File: src/rtl/adc_conv_sequencer.sv
`timescale 1ns/1ps
module adc_conv_sequencer #(
  parameter int RES_W     = 16,
  parameter int T_EDGE    = 2,
  parameter int T_HOLD    = 1,
  parameter int T_ABT     = 2,
  parameter int T_DATA    = 1,
  parameter int T_RD      = 3,
  parameter int T_QUIET   = 6,
  parameter int T_RST     = 10,
  parameter int T_RST_MAX = 614,
  parameter int T_PD      = 800,
  parameter int T_PWRUP   = 2500000
) (
  input  logic               clk,
  input  logic               rst_n,
  input  logic               start_req,
  input  logic               abort_req,
  input  logic               reset_req,
  input  logic               pwrdn_req,
  output logic [RES_W-1:0]   result,
  output logic               result_valid,
  output logic               ready,
  output logic               adc_cs_n,
  output logic               adc_convst_n,
  output logic               adc_rd_n,
  output logic               adc_byte,
  output logic               adc_pd_n,
  input  logic               adc_busy,
  input  logic [RES_W/2-1:0] adc_data
);

  localparam int HALF_W = RES_W / 2;
  localparam int MAXC   = (T_PWRUP > T_PD) ? T_PWRUP : T_PD;
  localparam int CNT_W  = $clog2(MAXC + 1) + 1;

  typedef enum logic [3:0] {
    S_IDLE, S_CSLO, S_CVLO, S_REL, S_BUSY, S_DLY, S_RDH, S_RDL,
    S_ABT, S_ABTW, S_QUIET, S_RST, S_PD, S_PWRUP
  } state_t;

  state_t state, nxt;
  logic [CNT_W-1:0] cnt, lim;
  logic [HALF_W-1:0] hi_q;
  logic busy_m, busy_s, seen, abt_pend;
  logic hit, in_conv;

  always_comb begin
    unique case (state)
      S_CSLO, S_CVLO, S_ABT: lim = CNT_W'(T_EDGE - 1);
      S_REL:                 lim = CNT_W'(T_HOLD - 1);
      S_DLY:                 lim = CNT_W'(T_DATA - 1);
      S_RDH, S_RDL:          lim = CNT_W'(T_RD - 1);
      S_QUIET:               lim = CNT_W'(T_QUIET - 1);
      S_RST:                 lim = CNT_W'(T_RST - 1);
      S_PD:                  lim = CNT_W'(T_PD - 1);
      S_PWRUP:               lim = CNT_W'(T_PWRUP - 1);
      default:               lim = '0;
    endcase
  end

  assign hit     = (cnt >= lim);
  assign in_conv = (state inside {S_CSLO, S_CVLO, S_REL, S_BUSY});

  always_comb begin
    nxt = state;
    unique case (state)
      S_IDLE:
        if (reset_req)      nxt = S_RST;
        else if (pwrdn_req) nxt = S_PD;
        else if (start_req) nxt = S_CSLO;
      S_CSLO:  if (hit) nxt = S_CVLO;
      S_CVLO:  if (hit) nxt = S_REL;
      S_REL:   if (hit) nxt = S_BUSY;
      S_BUSY:
        if (abt_pend && busy_s && cnt >= CNT_W'(T_ABT - 1)) nxt = S_ABT;
        else if (seen && !busy_s)                             nxt = S_DLY;
      S_DLY:   if (hit) nxt = S_RDH;
      S_RDH:   if (hit) nxt = S_RDL;
      S_RDL:   if (hit) nxt = S_QUIET;
      S_ABT:   if (hit) nxt = S_ABTW;
      S_ABTW:  if (!busy_s) nxt = S_QUIET;
      S_QUIET: if (hit) nxt = S_IDLE;
      S_RST:   if (hit) nxt = S_IDLE;
      S_PD:    if (hit && !pwrdn_req) nxt = S_PWRUP;
      S_PWRUP: if (hit) nxt = S_IDLE;
      default: nxt = S_IDLE;
    endcase
  end

  always_ff @(posedge clk) begin
    if (!rst_n) begin
      state        <= S_IDLE;
      cnt          <= '0;
      busy_m       <= 1'b0;
      busy_s       <= 1'b0;
      seen         <= 1'b0;
      abt_pend     <= 1'b0;
      hi_q         <= '0;
      result       <= '0;
      result_valid <= 1'b0;
      adc_cs_n     <= 1'b1;
      adc_convst_n <= 1'b1;
      adc_rd_n     <= 1'b1;
      adc_byte     <= 1'b0;
      adc_pd_n     <= 1'b1;
      ready        <= 1'b1;
    end else begin
      state    <= nxt;
      busy_m   <= adc_busy;
      busy_s   <= busy_m;
      if (nxt != state)    cnt <= '0;
      else if (cnt != '1)  cnt <= cnt + 1'b1;
      seen     <= (state == S_BUSY) ? (seen | busy_s) : 1'b0;
      abt_pend <= in_conv ? (abt_pend | abort_req) : 1'b0;
      if (state == S_RDH && hit) hi_q <= adc_data;
      result_valid <= (state == S_RDL) && hit;
      if (state == S_RDL && hit) result <= {hi_q, adc_data};
      adc_cs_n     <= !(nxt inside {S_CSLO, S_CVLO, S_REL, S_RDH, S_RDL, S_ABT});
      adc_convst_n <= (nxt != S_CVLO);
      adc_rd_n     <= !(nxt inside {S_RDH, S_RDL});
      adc_byte     <= (nxt == S_RDL);
      adc_pd_n     <= !(nxt inside {S_RST, S_PD});
      ready        <= (nxt == S_IDLE);
    end
  end

  logic [CNT_W-1:0] rd_idle, cv_hi, pd_lo;

  always_ff @(posedge clk) begin
    if (!rst_n) begin
      rd_idle <= '1;
      cv_hi   <= '1;
      pd_lo   <= '0;
    end else begin
      if (!adc_rd_n)          rd_idle <= '0;
      else if (rd_idle != '1) rd_idle <= rd_idle + 1'b1;
      if (!adc_convst_n)      cv_hi <= '0;
      else if (cv_hi != '1)   cv_hi <= cv_hi + 1'b1;
      if (adc_pd_n)           pd_lo <= '0;
      else if (pd_lo != '1)   pd_lo <= pd_lo + 1'b1;
    end
  end

  AST_CONVST_UNDER_CS: assert property (@(posedge clk) disable iff (!rst_n) !adc_convst_n |-> !adc_cs_n);
  AST_RD_UNDER_CS: assert property (@(posedge clk) disable iff (!rst_n) !adc_rd_n |-> !adc_cs_n);
  AST_VALID_SINGLE: assert property (@(posedge clk) disable iff (!rst_n) result_valid |=> !result_valid);
  AST_QUIET_BUS: assert property (@(posedge clk) disable iff (!rst_n) $fell(adc_convst_n) |-> rd_idle >= CNT_W'(T_QUIET));
  AST_ACQ_TIME: assert property (@(posedge clk) disable iff (!rst_n) $fell(adc_convst_n) |-> cv_hi >= CNT_W'(T_QUIET));
  AST_READY_IDLE_BUS: assert property (@(posedge clk) disable iff (!rst_n) ready |-> (adc_cs_n && adc_rd_n && adc_convst_n && adc_pd_n));
  AST_PD_WIDTH: assert property (@(posedge clk) disable iff (!rst_n) $rose(adc_pd_n) |-> ((pd_lo >= CNT_W'(T_RST) && pd_lo <= CNT_W'(T_RST_MAX)) || pd_lo >= CNT_W'(T_PD)));

endmodule

File: config.mk
export PLATFORM = sky130hd
export DESIGN_NAME = adc_conv_sequencer
export DESIGN_NICKNAME = d
export VERILOG_FILES = /design/src/rtl/adc_conv_sequencer.sv
export SDC_FILE = /design/constraint.sdc
export NUM_CORES = 1
export LEC_CHECK = 0
export CORE_MARGIN = 2
export CORE_UTILIZATION = 61
export DETAILED_ROUTE_END_ITERATION = 16
export PLACE_DENSITY = 0.85
export REMOVE_ABC_BUFFERS = 1
export SYNTH_ARGS = -nofsm -noshare
export SYNTH_HDL_FRONTEND = slang
export SYNTH_SLANG_ARGS = --single-unit
File: constraint.sdc
create_clock -name clk -period 6.4 [get_ports clk]
set_input_delay 1.28 -clock clk [delete_from_list [all_inputs] [get_ports clk]]
set_output_delay 1.28 -clock clk [all_outputs]
set_load 0.005 [all_outputs]
==> Yosys cells after proc, flatten, opt, wreduce, memory -nomap -nowiden <==
Memories as Yosys holds them, arrays and structs flattened. A register that Yosys moved wholly into a read port is not among the register bits.
Index checks and enable logic that the tools add are counted.
{ "totals": {"ff_bits": 62, "mem_bits_ro": 208, "wordCells": 84, "n_memories": 1} }
{ "op_classes": {"addsub": 1, "magnitude_cmp": 2, "eq_ne": 24, "mux": 17, "bitwise": 3, "reduce_logical": 21} }
{ "mem_list": {"columns": ["memory", "depth", "word_bits", "rd", "rd_ports_with_merged_regs", "write_ports", "line_no", "rtl"], "rows": [
  ["(no name shown)", 16, 13, 1, 1, 0, "49", "unique case (state)"]
]} }
{ "ops": {"columns": ["operator", "count"], "rows": [
  ["$mux W4", 16],
  ["$pmux W4 S12", 1],
  ["$eq A4 B4 Y1 const B", 9],
  ["$eq A4 B3 Y1 const B", 6],
  ["$add A23 B1 Y23 const B", 1],
  ["$ge A23 B1 Y1 const B", 1],
  ["$ge A23 B23 Y1", 1],
  ["$ne A23 B23 Y1 const B", 1],
  ["$eq A4 B2 Y1 const B", 4],
  ["$eq A4 B1 Y1 const B", 2],
  ["$logic_not A4 Y1", 2],
  ["$logic_and A1 B1 Y1", 6],
  ["$reduce_bool A6 Y1", 1],
  ["$logic_not A1 Y1", 5],
  ["$ne A4 B2 Y1 const B", 1],
  ["$ne A4 B4 Y1", 1],
  ["$reduce_and A2 Y1", 2],
  ["$reduce_bool A2 Y1", 2],
  ["$reduce_bool A4 Y1", 1],
  ["$reduce_or A3 Y1", 1],
  ["$or A1 B1 Y1", 2],
  ["$reduce_or A2 Y1", 1],
  ["$not A1 Y1", 1]
]} }

==> Logic depth before layout (Yosys ltp) <==
Gate-level depths: netlist of run 1.
{ "depth": {"word_depth": 8, "ltp_mapped": 12, "ltp_nobuf": 12} }

==> Least setup slack after synthesis of run 1 <==
OpenSTA, ideal clock, no wires.
{ "synth_path": {"kind": "register -> register", "startpoint": "reg lim[18] (netlist name)", "endpoint": "reg lim[0] (netlist name)", "setup_time_ns": 0.088, "arrival_ns": 3.086, "setup_slack_ns": 3.226, "stages_incl_launch_ff": 13, "period_less_slack_ns": 3.174, "path_cell_list": "dfxtp_1 inv_1 ha_1 a2111oi_0 nand2_1 a2111o_1 a2111o_1 o311ai_2 and2_1 inv_1 ha_1 mux2_4 o32ai_2"} }
{ "synth_between": {"elab_chain_len": 5, "word_cells_on_any_way": 13, "cone_classes": "1 x order compare; 11 x mux; 1 x reduce/logical"} }
{ "synth_rtl": {"columns": ["item", "line_no", "rtl"], "rows": [
  ["$ge A23 B23 Y1 (*)", "62", "assign hit = (cnt >= lim);"],
  ["$logic_and A1 B1 Y1", "85", "S_PD: if (hit && !pwrdn_req) nxt = S_PWRUP;"],
  ["$mux W4", "85", null],
  ["$pmux W4 S12 (*)", "67", "unique case (state)"],
  ["$mux W4 (no source line) (*)", null, null]
]} }
Every way passes the cells marked *; elsewhere a longest branch is shown, timed or not.
A chain may end at the register's enable or synchronous reset.

==> Worst setup path after layout of run 1 <==
{ "layout_path": {"startpoint": "reg lim[18] (netlist name)", "endpoint": "reg lim[0] (netlist name)"} }
{ "layout_between": {"elab_chain_len": 5, "word_cells_on_any_way": 13, "cone_classes": "1 x order compare; 11 x mux; 1 x reduce/logical"} }
{ "layout_rtl": {"columns": ["item", "line_no"], "rows": [
  ["$ge A23 B23 Y1 (*)", "62"],
  ["$logic_and A1 B1 Y1", "85"],
  ["$mux W4", "85"],
  ["$pmux W4 S12 (*)", "67"],
  ["$mux W4 (no source line) (*)", null]
]} }
Marked as above.

==> impl_metrics.tcl, run 1 <==
set metrics [dict create \
    critPathLaunchType "register" \
    fin_ws_ns 2.70 \
    wl_per_cell_microns 15.5 \
    dpl.hpwl_mm 5.40 \
    design.portCount 38 \
    htree_levels 3 \
    worst_setup_path_end_kind "register" \
    place_ws_ns 2.74 \
    via_per_inst 6.03 \
    post-route-drc-count 0 \
    ys.flop_type "dfxtp_1" \
    fin_tns_setup_ns 0 \
    maxCapViolations 0 \
    vdd_drop_max_mv 0.266 \
    final_area_sq_um 4080 \
    postPlaceCellArea_sq_um 3880 \
    worst_ep_arrival_time_ns 3.98 \
    antenna_cells 0 \
    portBuffers 37 \
    synth_cell_type_count 55 \
    die_y_microns 79.8 \
    min_path_type "register to register" \
    slew_viol_final 0 \
    max_freq_ghz 0.270 \
    finalCritPeriodShare_pct 57.8 \
    yosysTopAreaCell "dfxtp_1" \
    cts_num_sinks 69 \
    grt_pass1_vias 2882 \
    cts.reportedPaths.clkPinSlew_ns 0.08 \
    finalSetupViolCount 0 \
    grt_pass1_wl_mm 13.3 \
    yosys_register_bits 69 \
    synthTopCellsByArea "dfxtp_1 39%, ha_1 6.4%, nand2_1 5.5%" \
    layout.cells.non_filler 521 \
    dieArea_sq_um 6360 \
    ys_async_sr_fraction_pct 0 \
    ys_warn_count 0 \
    core-area_sq_um 5540 \
    synth-edff-count 0 \
    hold_buffers 0 \
    worstMarginPinSlew_ns 1.13 \
    vias 3141 \
    gp_congestion 0.894 \
    ctsResizeCount 0 \
    grt_use_total_pct 27.0 \
    ys_seq_area_share_pct 39.4 \
    synth_area_per_cell_sq_um 8.42 \
    start_util_pct 63.2 \
    cp_max_fo 10 \
    rsz0062_at_grt "false" \
    cts_tree "done" \
    status "finished, final reports clean" \
    n_fill_cell 415 \
    antenna_left 0 \
    area_growth_pct 16.6 \
    fp-row-count 27 \
    synth_top_area_share_pct 39.4 \
    postSynthCellCount 416 \
    drive_gt1_share_pct 7.13 \
    hold_viol_final 0 \
    die_x_microns 79.8 \
    worstSkewPairLatency_ns 0.37 \
    dp_cells 505 \
    grt_overflow 0 \
    drt_iter0_markers 222 \
    cts_setup_buffers 0 \
    critical_path_class "register to register" \
    antenna_found_initial 0 \
    grt_max_degree 38 \
    slew_headroom_pct 24.6 \
    dr.pass1.iters 4 \
    netlist_area_sq_um 3500 \
    finalClockSkew_ns 0.0100 \
    cts_buffer_depth 2 \
    leakage_nw 1.49 \
    final_nets 477 \
    period_needed_ns 3.70 \
    root_buffer "clkbuf_8" \
    cts_made_buffers 9 \
    required_ns 6.68 \
    wl_mm 8.06 \
    pwr_density_cell_nw_per_um2 384 \
]
stage by stage:
step                utilization, %  hold WS [ns]  power (W)
floorplan                        -         0.412   0.000999
CTS                           73.7         0.455    0.00157
global route                  73.7         0.473    0.00167
finish                        73.7         0.445    0.00157
detailed placement            70.1         0.427    0.00118
global placement              70.1         0.414    0.00116
worst max-delay path: stages (launching register included):
cell	delay, ns
dfxtp_1	0.32
inv_1	0.12
ha_1	0.35
nand4_1	0.13
or2_2	0.31
o221ai_1	0.57
a21oi_4	0.21
o311ai_2	0.62
and2_1	0.30
inv_1	0.06
ha_1	0.17
mux2_4	0.27
o32ai_2	0.19
state kept, by name (all words and copies together) (netlist names), 4 cells and up:
| register | count |
|---|---|
| cnt | 23 |
| result | 16 |
| hi_q | 8 |
| lim | 7 |
| state | 4 |
cell usage after synthesis, types with 2 or more instances:
cell,instances
a21o_1,2
and2_1,8
a31oi_1,2
a2111oi_0,2
inv_1,17
nand2b_1,4
a21oi_1,27
or2_2,2
mux2i_1,8
a211o_2,3
o21bai_1,3
o311a_1,2
nor3b_1,2
o21ai_0,8
xor2_1,7
a2111o_1,2
clkbuf_1,18
xnor2_1,14
o211ai_1,2
o21a_1,3
nor4_1,11
ha_1,18
buf_2,2
nor3_1,30
nor2b_1,2
or3_1,2
nor2_1,35
a211oi_1,4
and3_1,8
o221ai_1,2
dfxtp_1,69
and4_1,5
nand2_1,51
nand3_1,12
nand4_1,9
kinds of logic after synthesis:
kind of cell	share of synthesized area, %
AND/OR/NAND/NOR	25.9
AO/OA/AOI/OAI	15.4
flip-flops	39.4
buffers and inverters	4.47
XOR/XNOR	5.25
adder cells (fa/ha/maj)	6.43
multiplexers	3.04
final cells by class:
| cell class | count | area (sq um) | area share, % |
|---|---|---|---|
| Timing Repair Buffer | 38 | 378 | 9.25 |
| Sequential cell | 69 | 1380 | 33.8 |
| Clock buffer | 9 | 124 | 3.03 |
| Tap cell | 72 | 90.1 | 2.21 |
| Clock inverter | 7 | 78.8 | 1.93 |
| Multi-Input combinational cell | 308 | 1960 | 48.1 |
| Inverter | 18 | 67.6 | 1.65 |
path summary, 6_finish.rpt:
kind,slack (ns),to,start,cells after the start
max,2.70,lim[0],lim[18],12
min,0.45,busy_s,busy_m,1
max reg2reg,2.70,lim[0],lim[18],12
min reg2reg,0.45,busy_s,busy_m,1
power breakdown:
part	internal [W]	switching, W	total [W]
combinational	0.000261	0.000402	0.000662
clock	0.000185	0.000191	0.000376
sequential	0.000476	0.0000530	0.000529
total	0.000922	0.000646	0.00157
metal layers:
layer	up-vias	global-route usage, %	routed length (microns)
met2	102	43.8	3880
met1	1481	32.8	3520
met5	-	0	0
li1	1541	-	-
met4	0	11.4	178
met3	17	8.94	482
cell usage in the layout, fill, tap and decap left out, types with 2 or more instances in the layout:
cell,n
a2111o_1,2
a2111oi_0,2
a211o_2,3
a211oi_1,4
a21o_1,2
a21oi_1,27
a31oi_1,2
and2_1,8
and3_1,8
and4_1,5
clkbuf_8,9
clkdlybuf4s50_1,37
dfxtp_1,69
ha_1,18
inv_1,17
inv_6,4
mux2i_1,8
nand2_1,51
nand2b_1,4
nand3_1,12
nand4_1,9
nor2_1,35
nor2b_1,2
nor3_1,30
nor3b_1,2
nor4_1,11
o211ai_1,2
o21a_1,3
o21ai_0,8
o21bai_1,3
o221ai_1,2
o311a_1,2
or2_2,2
or3_1,2
xnor2_1,14
xor2_1,7
No activity file was read; power rests on OpenSTA's default activity.
==> inputs of run 2 (changes only) <==
--- a/config.mk
+++ b/config.mk
@@ -6,9 +6,9 @@
 export NUM_CORES = 1
 export LEC_CHECK = 0
 export CORE_MARGIN = 2
-export CORE_UTILIZATION = 61
+export CORE_UTILIZATION = 51
 export DETAILED_ROUTE_END_ITERATION = 16
-export PLACE_DENSITY = 0.85
+export PLACE_DENSITY = 0.76
 export REMOVE_ABC_BUFFERS = 1
 export SYNTH_ARGS = -nofsm -noshare
 export SYNTH_HDL_FRONTEND = slang
==> constraint.sdc (replaced) <==
create_clock -name clk -period 3.2 [get_ports clk]
set_input_delay 0.64 -clock clk [delete_from_list [all_inputs] [get_ports clk]]
set_output_delay 0.64 -clock clk [all_outputs]
set_load 0.005 [all_outputs]
==> run 2 against run 1 <==
  * Largest power group unchanged
  * Hold slack improved by 0.0057 ns
  * Non-clock buffer count increased by 17
  * Sequential power up 100%
  * Routed wire length grew 1.4%
  * Die area is 19% higher
  * Largest cell class unchanged
  * Power up 110%
==> impl_metrics.tcl, run 2 (synthesized netlist as in run 1, its figures left out) <==
set metrics [dict create \
    n_fill_cell 552 \
    final_common_cell "dfxtp_1" \
    power.switching_w 0.00133 \
    cp_max_fo 6 \
    dr.pass1.iters 4 \
    grt-busiest-layer "met2" \
    leakage_nw 1.57 \
    wl_mm 8.17 \
    grt_pass1_wl_mm 13.5 \
    drt_iter0_markers 103 \
    fin_ws_ns 0.197 \
    critical_path_class "register to register" \
    multi_input_area_sq_um 2010 \
    fin_tns_setup_ns 0 \
    finalCritPeriodShare_pct 93.8 \
    drive_gt1_share_pct 11.6 \
    core-area_sq_um 6720 \
    hold_buffers 0 \
    antenna_cells 0 \
    die_x_microns 86.9 \
    grt_max_degree 24 \
    r2r_start "lim[18]" \
    worst_setup_path_end_kind "register" \
    antenna_left 0 \
    htree_levels 3 \
    final_cell_mix "69 x dfxtp_1, 51 x nand2_1, 37 x clkdlybuf4s50_1" \
    pwr-share-comb_pct 46.6 \
    start_util_pct 52.1 \
    grt.met1_usage_pct 29.9 \
    antenna_found_initial 0 \
    portBuffers 37 \
    period_needed_ns 3.00 \
    cts_made_buffers 9 \
    die_y_microns 86.9 \
    met2_usage_pct 34.4 \
    area_growth_pct 21.4 \
    critPathLaunchType "register" \
    worstSkewPairLatency_ns 0.35 \
    seqCellArea_sq_um 1380 \
    largest_reg_flops 23 \
    fp-row-count 30 \
    cts_num_sinks 69 \
    worstMarginPinSlew_ns 0.681 \
    p_sw_share_pct 41.0 \
    p_clk_share_pct 20.7 \
    r2r_slack_ns 0.20 \
    max_freq_ghz 0.333 \
    pwr_density_cell_nw_per_um2 766 \
    slew_viol_final 0 \
    min_path_type "register to register" \
    place_ws_ns -0.0000626 \
    grt_overflow 0 \
    required_ns 3.46 \
    hold_viol_final 0 \
    root_buffer "clkbuf_8" \
    finalSetupViolCount 0 \
    p_total_w 0.00325 \
    vias 3169 \
    design.portCount 38 \
    gp_congestion 0.890 \
    dpl.hpwl_mm 5.76 \
    wl_per_cell_microns 15.0 \
    whs_ns 0.451 \
    grt_use_total_pct 22.5 \
    vdd_drop_max_mv 0.509 \
    maxCapViolations 0 \
    postPlaceCellArea_sq_um 4000 \
    post-route-drc-count 0 \
    final_nets 494 \
    cts_buffer_depth 2 \
    via_per_inst 5.80 \
    final_area_sq_um 4250 \
    dieArea_sq_um 7550 \
    status "finished, final reports clean" \
    grt_pass1_vias 2879 \
    finalClockSkew_ns 0.0141 \
    hold_start "hi_q[7]" \
    slew_headroom_pct 54.2 \
    met3_usage_pct 6.92 \
    cts.reportedPaths.clkPinSlew_ns 0.09 \
    crit_path_start "lim[18]" \
    worst_ep_arrival_time_ns 3.27 \
    cts_tree "done" \
    reg_top3 "cnt: 23 flops, result: 16 flops, hi_q: 8 flops" \
    power_frac_seq_pct 32.7 \
    internal_power_w 0.00192 \
    top_register "cnt" \
]
==> run 2: cell types whose count changed in the layout (fill, tap and decap cells not counted), sizes merged <==
cell	delta
inv	+1
clkinvlp	+1
bufinv	-1
clkinv	-1
buf	+17
==> run 2: timing repair <==
| item | 4_1_cts | 5_1_grt |
|---|---|---|
| resized for setup | 1 | 8 |
| endpoints found under the setup margin | 4 | 57 |
| hold endpoints to repair | 0 | 0 |
| buffers inserted | 2 | 0 |
==> run 2: layout make-up <==
type / instances / share of cell area, %
Sequential cell: 69 / 32.5
Clock buffer: 9 / 2.91
Clock inverter: 7 / 1.47
Multi-Input combinational cell: 308 / 47.3
Tap cell: 80 / 2.35
Inverter: 18 / 1.59
Timing Repair Buffer: 55 / 11.9
==> run 2: worst paths after layout <==
| kind | to | cells after the start |
|---|---|---|
| worst min-delay path | result[15] | 2 |
| worst max register to register | lim[0] | 12 |
| worst min register to register | result[15] | 2 |
| worst max-delay path | lim[0] | 12 |
==> run 2: worst max-delay path, stage by stage, from the launching register on <==
cell and delay, ns:
dfxtp_1 0.31, inv_2 0.12, ha_4 0.23, a2111oi_4 0.35, nand2_1 0.09, a2111o_1 0.42
a2111o_1 0.42, o311ai_2 0.10, and2_1 0.18, inv_1 0.05, ha_1 0.17, mux2_4 0.27
o32ai_2 0.19
==> run 2: routing by layer <==
metal / up-vias / routed length (microns)
met5: - / 0
met4: 0 / 140
met3: 18 / 448
met2: 90 / 3770
met1: 1485 / 3810
li1: 1576 / -
==> run 2: power groups by stage <==
| stage | sequential (W) | combinational [W] | clock, W |
|---|---|---|---|
| global placement | 0.00108 | 0.00136 | 0 |
| finish | 0.00107 | 0.00152 | 0.000673 |
| detailed placement | 0.00108 | 0.00139 | 0 |
| floorplan | 0.00105 | 0.000946 | 0 |
| CTS | 0.00106 | 0.00146 | 0.000690 |
| global route | 0.00108 | 0.00164 | 0.000733 |
==> run 2: metrics by stage <==
| step | std cells | util, % |
|---|---|---|
| 2_1_floorplan | 395 | - |
| 3_3_place_gp | 528 | 59.6 |
| 3_5_place_dp | 528 | 59.6 |
| 4_1_cts | 546 | 62.6 |
| 5_1_grt | 546 | 63.3 |
| 6_report | 546 | 63.3 |
==> inputs of run 3 (changes only) <==
--- a/config.mk
+++ b/config.mk
@@ -5,10 +5,12 @@
 export SDC_FILE = /design/constraint.sdc
 export NUM_CORES = 1
 export LEC_CHECK = 0
+export CELL_PAD_IN_SITES_DETAIL_PLACEMENT = 1
+export CELL_PAD_IN_SITES_GLOBAL_PLACEMENT = 2
 export CORE_MARGIN = 2
-export CORE_UTILIZATION = 51
+export CORE_UTILIZATION = 31
 export DETAILED_ROUTE_END_ITERATION = 16
-export PLACE_DENSITY = 0.76
+export PLACE_DENSITY_LB_ADDON = 0.1
 export REMOVE_ABC_BUFFERS = 1
 export SYNTH_ARGS = -nofsm -noshare
 export SYNTH_HDL_FRONTEND = slang
==> run 3 against run 2 <==
  * Die area increased by 61%
  * Power rose by 13%
  * Clock-buffer cell count rose by 1
  * Register-to-register slack worse by 0.04 ns
  * Routed wire length is 21% higher
  * Core utilization down 22 points
  * Via count down 1.2%
  * Sequential share of layout area shrank 2.1 points
  * Largest power group unchanged
==> impl_metrics.tcl, run 3 (synthesized netlist as in run 1, its figures left out) <==
set metrics [dict create \
    area_growth_pct 29.8 \
    slew_headroom_pct 50.3 \
    worstSkewPairLatency_ns 0.34 \
    grt_pass1_wl_mm 16.3 \
    finalSetupViolCount 0 \
    final_common_cell "dfxtp_1" \
    dpl.hpwl_mm 7.14 \
    crit_path_start "lim[18]" \
    worst_setup_path_end_kind "register" \
    drive_gt1_share_pct 14.0 \
    leakage_nw 1.69 \
    period_needed_ns 3.04 \
    critical_path_class "register to register" \
    place_ws_ns -0.103 \
    power_frac_seq_pct 28.7 \
    r2r_start "lim[18]" \
    r2r_cells 10 \
    grt_pass1_vias 3287 \
    vias 3132 \
    die_x_microns 110 \
    final_cell_mix "69 x dfxtp_1, 51 x nand2_1, 37 x clkdlybuf4s50_1" \
    pwr-share-comb_pct 45.3 \
    finalCritPeriodShare_pct 95.0 \
    worst_ep_arrival_time_ns 3.29 \
    layout.cells.non_filler 618 \
    root_buffer "clkbuf_16" \
    finalClockSkew_ns 0.00870 \
    fp-row-count 38 \
    rsz0062_at_grt "false" \
    die_y_microns 110 \
    grt_overflow 0 \
    vdd_drop_max_mv 0.442 \
    final_nets 506 \
    cts_made_buffers 9 \
    slew_viol_final 0 \
    fin_ws_ns 0.160 \
    grt_use_total_pct 17.8 \
    htree_levels 3 \
    antenna_found_initial 0 \
    design.portCount 38 \
    n_fill_cell 1354 \
    gp_congestion 0.797 \
    max_freq_ghz 0.329 \
    worstMarginPinSlew_ns 0.740 \
    whs_ns 0.433 \
    portBuffers 37 \
    antenna_cells 0 \
    status "finished, final reports clean" \
    dp_cells 599 \
    cts.reportedPaths.clkPinSlew_ns 0.06 \
    cts_buffer_depth 2 \
    post-route-drc-count 0 \
    required_ns 3.45 \
    cp_max_fo 7 \
    via_per_inst 5.07 \
    largest_reg_flops 23 \
    antenna_left 0 \
    dieArea_sq_um 12200 \
    top_register "cnt" \
    grt_max_degree 24 \
    p_total_w 0.00367 \
    start_util_pct 32.0 \
    pwr_density_cell_nw_per_um2 808 \
    rr_endpoint "lim[0]" \
    p_sw_share_pct 39.1 \
    hold_buffers 0 \
    critPathLaunchType "register" \
    hold_viol_final 0 \
    maxCapViolations 0 \
    power.switching_w 0.00143 \
    drt_iter0_markers 110 \
    wl_per_cell_microns 16.0 \
    min_path_type "register to register" \
    internal_power_w 0.00224 \
    core-area_sq_um 10900 \
    reg_top3 "cnt: 23 flops, result: 16 flops, hi_q: 8 flops" \
    post-route-util_pct 41.6 \
    cts_tree "done" \
    p_clk_share_pct 25.9 \
    dr.pass1.iters 4 \
    cts_num_sinks 69 \
    cp-endpoint "lim[0]" \
    wl_mm 9.88 \
    r2r_slack_ns 0.16 \
]
-- run 3: routing by layer --
metal	GRT usage (%)	up-vias	wire [microns]
met1	21.7	1487	4640
met2	29.5	40	4700
met4	7.14	0	199
li1	-	1592	-
met3	5.23	13	335
met5	0	-	0
-- run 3: power groups by stage --
| stage | logic, W | registers [W] | clock network [W] |
|---|---|---|---|
| after global routing | 0.00186 | 0.00107 | 0.00102 |
| after global placement | 0.00149 | 0.00107 | 0 |
| after detailed placement | 0.00152 | 0.00107 | 0 |
| after CTS | 0.00153 | 0.00105 | 0.000983 |
| after floorplan | 0.000946 | 0.00105 | 0 |
| final | 0.00167 | 0.00106 | 0.000953 |
-- run 3: per-stage QoR --
stage | area [sq um] | setup TNS, ns
after detailed placement | 4190 | -1.36
final | 4550 | 0
after global routing | 4550 | 0
after global placement | 4190 | -0.267
after floorplan | 3410 | 0
after CTS | 4470 | 0
-- run 3: what timing repair did --
| action | CTS | global route |
|---|---|---|
| endpoints found under the setup margin | 26 | 44 |
| gates cloned | 0 | 1 |
| gates resized for setup | 2 | 9 |
| pin swaps | 0 | 7 |
| setup buffers | 0 | 2 |
-- run 3: area by class of cell --
class	instances	area (sq um)	area share (%)
well taps	140	175	3.85
multi-input cells	309	2020	44.5
clock inverters	6	45.0	0.991
inverters	18	67.6	1.49
clock buffers	10	239	5.26
repair buffers	66	613	13.5
flip-flops and latches	69	1380	30.4
-- run 3: worst min path at each step --
stage	from	endpoint	slack [ns]	cells past startpoint
floorplan	busy_m	busy_s	0.41	1
global placement	busy_m	busy_s	0.41	1
detailed placement	busy_m	busy_s	0.43	1
CTS	busy_m	busy_s	0.44	1
global route	busy_m	busy_s	0.45	1
finish	busy_m	busy_s	0.43	1
-- run 3: worst max-delay path, cell delays in order (launching register included) --
cell and delay (ns):
dfxtp_1 0.32, inv_2 0.07, ha_1 0.31, o21a_1 0.13
o311a_1 0.28, a2111o_1 0.47, buf_4 0.18, a221o_1 0.33
a211o_2 0.35, mux2_4 0.32, o32ai_2 0.18
